<file path="config.mk">
export PLATFORM = sky130hd
export DESIGN_NAME = xret_alu
export DESIGN_NICKNAME = d
export VERILOG_FILES = /design/src/rtl/xret_pkg.sv /design/src/rtl/xret_operand_sel.sv /design/src/rtl/xret_logic_unit.sv /design/src/rtl/xret_adder.sv /design/src/rtl/xret_alu.sv
export SDC_FILE = /design/constraint.sdc
export NUM_CORES = 1
export LEC_CHECK = 0
export BUFFER_PORTS_ARGS = -buffer_cell sky130_fd_sc_hd__buf_2
export CAP_MARGIN = 20
export CORE_UTILIZATION = 53
export CTS_BUF_LIST = sky130_fd_sc_hd__clkbuf_4
export DETAILED_ROUTE_END_ITERATION = 16
export HOLD_SLACK_MARGIN = 0.1
export PLACE_DENSITY_LB_ADDON = 0.1
export REMOVE_ABC_BUFFERS = 1
export SLEW_MARGIN = 5
export SYNTH_ARGS = -nofsm -noshare
export SYNTH_HDL_FRONTEND = slang
export SYNTH_SLANG_ARGS = --single-unit
</file>
<file path="constraint.sdc">
create_clock -name clk -period 3.9 [get_ports clk]
set_input_delay 0.39 -clock clk [delete_from_list [all_inputs] [get_ports clk]]
set_output_delay 0.39 -clock clk [all_outputs]
set_load 0.03 [all_outputs]
</file>
<file path="src/rtl/xret_pkg.sv">
`timescale 1ns/1ps
package xret_pkg;
    localparam int OPC_W = 4;

    localparam logic [OPC_W-1:0] OPC_AND  = 4'b0000;
    localparam logic [OPC_W-1:0] OPC_XOR  = 4'b0001;
    localparam logic [OPC_W-1:0] OPC_SUB  = 4'b0010;
    localparam logic [OPC_W-1:0] OPC_RSUB = 4'b0011;
    localparam logic [OPC_W-1:0] OPC_ADD  = 4'b0100;
    localparam logic [OPC_W-1:0] OPC_ADDC = 4'b0101;
    localparam logic [OPC_W-1:0] OPC_SUBC = 4'b0110;
    localparam logic [OPC_W-1:0] OPC_RSBC = 4'b0111;
    localparam logic [OPC_W-1:0] OPC_OR   = 4'b1100;
    localparam logic [OPC_W-1:0] OPC_PASS = 4'b1101;
    localparam logic [OPC_W-1:0] OPC_CLR  = 4'b1110;
    localparam logic [OPC_W-1:0] OPC_INV  = 4'b1111;

    // Codes 10xx are unused for this operation.
    function automatic logic opc_unused(input logic [OPC_W-1:0] o);
        return o[3:2] == 2'b10;
    endfunction

    // Codes 0010..0111 go through the adder.
    function automatic logic opc_arith(input logic [OPC_W-1:0] o);
        return (o[3] == 1'b0) && (o[2:1] != 2'b00);
    endfunction
endpackage

</file>
<file path="src/rtl/xret_operand_sel.sv">
`timescale 1ns/1ps
module xret_operand_sel #(
    parameter int W     = 32,
    parameter int IMM_W = 8
) (
    input  logic             use_imm,
    input  logic [W-1:0]     reg_val,
    input  logic [IMM_W-1:0] imm_val,
    output logic [W-1:0]     opnd
);
    localparam int PAD_W = W - IMM_W;

    always_comb begin
        if (use_imm) opnd = {{PAD_W{1'b0}}, imm_val};
        else         opnd = reg_val;
    end
endmodule

</file>
<file path="src/rtl/xret_logic_unit.sv">
`timescale 1ns/1ps
module xret_logic_unit
    import xret_pkg::*;
#(
    parameter int W = 32
) (
    input  logic [OPC_W-1:0] opc,
    input  logic [W-1:0]     a,
    input  logic [W-1:0]     b,
    output logic [W-1:0]     y
);
    always_comb begin
        unique case (opc)
            OPC_AND:  y = a & b;
            OPC_XOR:  y = a ^ b;
            OPC_OR:   y = a | b;
            OPC_PASS: y = b;
            OPC_CLR:  y = a & ~b;
            OPC_INV:  y = ~b;
            default:  y = '0;
        endcase
    end
endmodule

</file>
<file path="src/rtl/xret_adder.sv">
`timescale 1ns/1ps
module xret_adder #(
    parameter int W = 32
) (
    input  logic [2:0]   sel,
    input  logic [W-1:0] a,
    input  logic [W-1:0] b,
    input  logic         cflag,
    output logic [W-1:0] sum
);
    logic inv_a_d, inv_b_d, cin_d;
    logic [W-1:0] a_op, b_op;

    always_comb begin
        inv_a_d = (sel[1:0] == 2'b11);          // reverse forms
        inv_b_d = (sel[1:0] == 2'b10);          // subtract forms
        if (sel[2] == 1'b0) cin_d = 1'b1;       // SUB, RSUB
        else if (sel[1:0] == 2'b00) cin_d = 1'b0; // ADD
        else cin_d = cflag;                     // carry-using forms
        a_op = inv_a_d ? ~a : a;
        b_op = inv_b_d ? ~b : b;
        sum  = a_op + b_op + {{(W-1){1'b0}}, cin_d};
    end
endmodule

</file>
<file path="src/rtl/xret_alu.sv">
`timescale 1ns/1ps
module xret_alu
    import xret_pkg::*;
#(
    parameter int DATA_W = 32,
    parameter int IMM_W  = 8
) (
    input  logic              clk,
    input  logic              rst_n,
    input  logic              in_valid,
    input  logic              cond_ok,
    input  logic              restricted,
    input  logic [3:0]        opcode,
    input  logic [DATA_W-1:0] op_a,
    input  logic [DATA_W-1:0] op_b_reg,
    input  logic [IMM_W-1:0]  imm,
    input  logic              use_imm,
    input  logic              carry_flag,
    output logic [DATA_W-1:0] target,
    output logic              pc_wr,
    output logic              psr_restore,
    output logic              err
);
    typedef struct packed {
        logic [DATA_W-1:0] target;
        logic              pc_wr;
        logic              psr_wr;
        logic              err;
    } xret_state_t;

    xret_state_t st_d, st_q;
    logic [DATA_W-1:0] opnd_b, log_y, add_y;

    xret_operand_sel #(.W(DATA_W), .IMM_W(IMM_W)) u_sel (
        .use_imm(use_imm), .reg_val(op_b_reg), .imm_val(imm), .opnd(opnd_b)
    );

    xret_logic_unit #(.W(DATA_W)) u_log (
        .opc(opcode), .a(op_a), .b(opnd_b), .y(log_y)
    );

    xret_adder #(.W(DATA_W)) u_add (
        .sel(opcode[2:0]), .a(op_a), .b(opnd_b), .cflag(carry_flag), .sum(add_y)
    );

    always_comb begin
        st_d        = st_q;
        st_d.pc_wr  = 1'b0;
        st_d.psr_wr = 1'b0;
        st_d.err    = 1'b0;
        if (in_valid) begin
            st_d.target = opc_arith(opcode) ? add_y : log_y;
            if (cond_ok) begin
                if (restricted || opc_unused(opcode)) begin
                    st_d.err = 1'b1;
                end else begin
                    st_d.pc_wr  = 1'b1;
                    st_d.psr_wr = 1'b1;
                end
            end
        end
    end

    always_ff @(posedge clk) begin
        if (!rst_n) st_q <= '0;
        else        st_q <= st_d;
    end

    assign target      = st_q.target;
    assign pc_wr       = st_q.pc_wr;
    assign psr_restore = st_q.psr_wr;
    assign err         = st_q.err;

    p_cond_fail_r8: assert property (@(posedge clk) disable iff (!rst_n)
        (in_valid && !cond_ok) |=> (!pc_wr && !psr_restore && !err));

    p_restricted_r9: assert property (@(posedge clk) disable iff (!rst_n)
        (in_valid && cond_ok && restricted) |=> (err && !pc_wr && !psr_restore));

    p_unused_opc_r10: assert property (@(posedge clk) disable iff (!rst_n)
        (in_valid && cond_ok && opcode[3:2] == 2'b10) |=> (err && !pc_wr && !psr_restore));

    p_strobe_pair_r7: assert property (@(posedge clk) disable iff (!rst_n)
        (in_valid && cond_ok && !restricted && opcode[3:2] != 2'b10)
            |=> (pc_wr && psr_restore && !err));

    p_idle_r11: assert property (@(posedge clk) disable iff (!rst_n)
        !in_valid |=> (!pc_wr && !psr_restore && !err && $stable(target)));

    p_pass_imm_r3: assert property (@(posedge clk) disable iff (!rst_n)
        (in_valid && opcode == 4'b1101 && use_imm)
            |=> (target == {{(DATA_W-IMM_W){1'b0}}, $past(imm)}));

    p_sub_zero_r12: assert property (@(posedge clk) disable iff (!rst_n)
        (in_valid && opcode == 4'b0010 && use_imm && imm == '0)
            |=> (target == $past(op_a)));
endmodule

</file>
==> metrics.cfg <==
[logic_synthesis]
synthDistinctLibCells = 61
synthTopCellsByArea = ha_1 13%, dfxtp_1 11%, xnor2_1 10%
ys_seq_area_share_pct = 11.3
ys_warn_count = 0
synth_area_per_cell_um2 = 7.26
synthFlopType = dfxtp_1
synth_area_mm2 = 0.00604
yosysTopAreaCell = ha_1
synth_top_cell_area_share_pct = 12.8
ys_ff_latch = 34
synthCells = 832
synth-edff-count = 0
async_flop_share_pct = 0

[global_route]
grt_max_degree = 36
grt_pass1_vias = 6190
grt_pass1_wl_um = 31100
overflow = 0
antenna_found_initial = 0
track_usage_pct = 34.3

[power]
ir_drop_mv = 0.162
power_mw = 1.87
pwr_density_cell_mw_per_mm2 = 275
p_leak_nw = 3.17

[timing]
fin_crit_ns = 3.26
period_share_pct = 83.6
fmax_mhz = 307
hold_slack_ns = 0.167
rsz0062_at_grt = no
tns_ns = 0
tightest_slew_ns = 0.851
clock_skew_ns = 0
relSlewSlack_pct = 43.1
finalHoldViolCount = 0
fin_ws_ns = 0.638
slew_viol_final = 0
final-setup-viol-count = 0

[die]
core_area_mm2 = 0.0110
start_util_pct = 55.0
fp.dieW_um = 109
io_pins = 118
die_h_um = 109
rows = 38
dieArea_mm2 = 0.0118

[layout]
drive_above_1_share_pct = 18.6
final_util_pct = 61.9
final_cells = 1053
mostFrequentLayoutCells = 117 x buf_2, 72 x o21ai_0, 69 x xnor2_1
fin_area_mm2 = 0.00680
synthToLayoutAreaGrowth_pct = 12.5
mostFrequentLayoutCell = buf_2
nNetsFinal = 1061
num_antenna_cells = 0

[cts]
hold_buffers = 0
cts_buffers = 5
tritoncts = built
post-cts-setup-buffers = 0
clk_pin_slew_worst_paths_ns = 0.12
clkSinkCount = 34
cts-htree-levels = 2
cts_resized = 0
insertion_delay_ns = 0.39
cts_max_path_buffers = 2
cts-root-buf = clkbuf_4

[routing]
ant_nets = 0
wirelength_um = 20100
dr.pass1.iters = 7
via_per_inst = 6.15
dr.first_iter.drc_count = 454
wl_per_cell_um = 19.1
vias = 6471
drc = 0

[critical_path]
r2r_cells = 4
cp.buffers_inverters = 2
critPathLaunch = opcode[0]
crit_path_max_fanout = 12
cpMaxStageDelayCell = fa_1
r2r_end = target[27]$_SDFFE_PN0P_
reg2reg_setup_slack_ns = 2.69
cpPeakStageDelay_ns = 0.45
cp_cell_sequence = buf_2 -> or2_1 -> a21boi_0 -> fa_1 -> inv_1 -> fa_1 -> a21o_1 -> a221o_1 -> a31oi_1 -> o21ai_0 -> o21ai_0 -> mux2i_1 -> nand2_1
worstReg2RegStart = target[27]$_SDFFE_PN0P_
crit_family = compound AO/OA/AOI/OAI gates
startpoint_type = input port
crit_arrival_ns = 3.55
crit_path_end_kind = flop
crit_path_end = target[30]$_SDFFE_PN0P_
cp.depth = 13
critical_path_required_ns = 4.19
critical_path_class = input port to flop

[place]
portBuffers = 117
dp_cells = 1047
dp_hpwl_um = 14900
dp_slack_ns = 0.190
place.gp.congestion = 0.932
placed_cell_area_mm2 = 0.00676

[hold_path]
hold_class = input port to flop

[outcome]
status = finished, final reports clean

[job]
cap_violations = 0

==> sequential cells by signal (all words and copies together) (netlist names) <==
register	count
err	1
pc_wr	1
target	32
==> per-layer routing <==
metal	GRT usage [%]	routed length, um	up-vias
met5	0	0	-
met4	10.2	335	0
met3	6.63	1280	28
met1	44.7	9140	3075
met2	56.7	9320	239
li1	-	-	3129
==> cell type report <==
class                      count  area [um^2]
multi-input combinational    669         4860
fill                        1014         4190
timing repair buffer         152          848
sequential                    34          681
inverter                      52          195
tap                          140          175
clock buffer                   5         37.5
clock inverter                 1         3.75
==> power by group <==
| group | internal (mW) | switching [mW] | leakage [nW] |
|---|---|---|---|
| logic | 0.483 | 0.766 | 2.86 |
| registers | 0.384 | 0.0191 | 0.282 |
| clock network | 0.0617 | 0.153 | 0.0246 |
| total | 0.929 | 0.938 | 3.17 |
==> logic make-up (layout without fill, tap and decap cells) <==
logic type                 Yosys count  in the layout  synth area share [%]
adders and majority gates           64             64                  13.5
AOI/OAI and AO/OA                  245            245                  27.0
muxes                               41             41                  6.81
and+or+nand+nor                    205            205                  16.4
buffers and inverters              129            210                  8.43
xor gates and xnor gates           114            114                  16.5
DFF                                 34             34                  11.3
==> worst min path at each step <==
stage,cells past startpoint,startpoint,endpoint,slack (ns)
final,2,restricted,pc_wr$_SDFF_PN0_,0.17
after global routing,2,restricted,pc_wr$_SDFF_PN0_,0.14
after CTS,2,restricted,pc_wr$_SDFF_PN0_,0.14
after detailed placement,2,target[5]$_SDFFE_PN0P_,target[5]$_SDFFE_PN0P_,0.48
after global placement,2,target[17]$_SDFFE_PN0P_,target[17]$_SDFFE_PN0P_,0.47
after floorplan,1,restricted,pc_wr$_SDFF_PN0_,0.47
==> synthesized netlist by cell type (10+ instances only) <==
| cell type | number |
|---|---|
| nand2b_1 | 21 |
| nor2_1 | 55 |
| nand3_1 | 13 |
| clkbuf_1 | 53 |
| buf_2 | 17 |
| a31oi_1 | 10 |
| nand2_1 | 49 |
| xor2_1 | 45 |
| o21ai_0 | 72 |
| a221oi_1 | 20 |
| nor3_1 | 19 |
| dfxtp_1 | 34 |
| nand4_1 | 11 |
| a21oi_1 | 64 |
| mux2i_1 | 40 |
| o221ai_1 | 17 |
| a21o_1 | 10 |
| xnor2_1 | 69 |
| inv_1 | 52 |
| ha_1 | 62 |
| nor2b_1 | 11 |
Power figures use the tool's default switching activity.
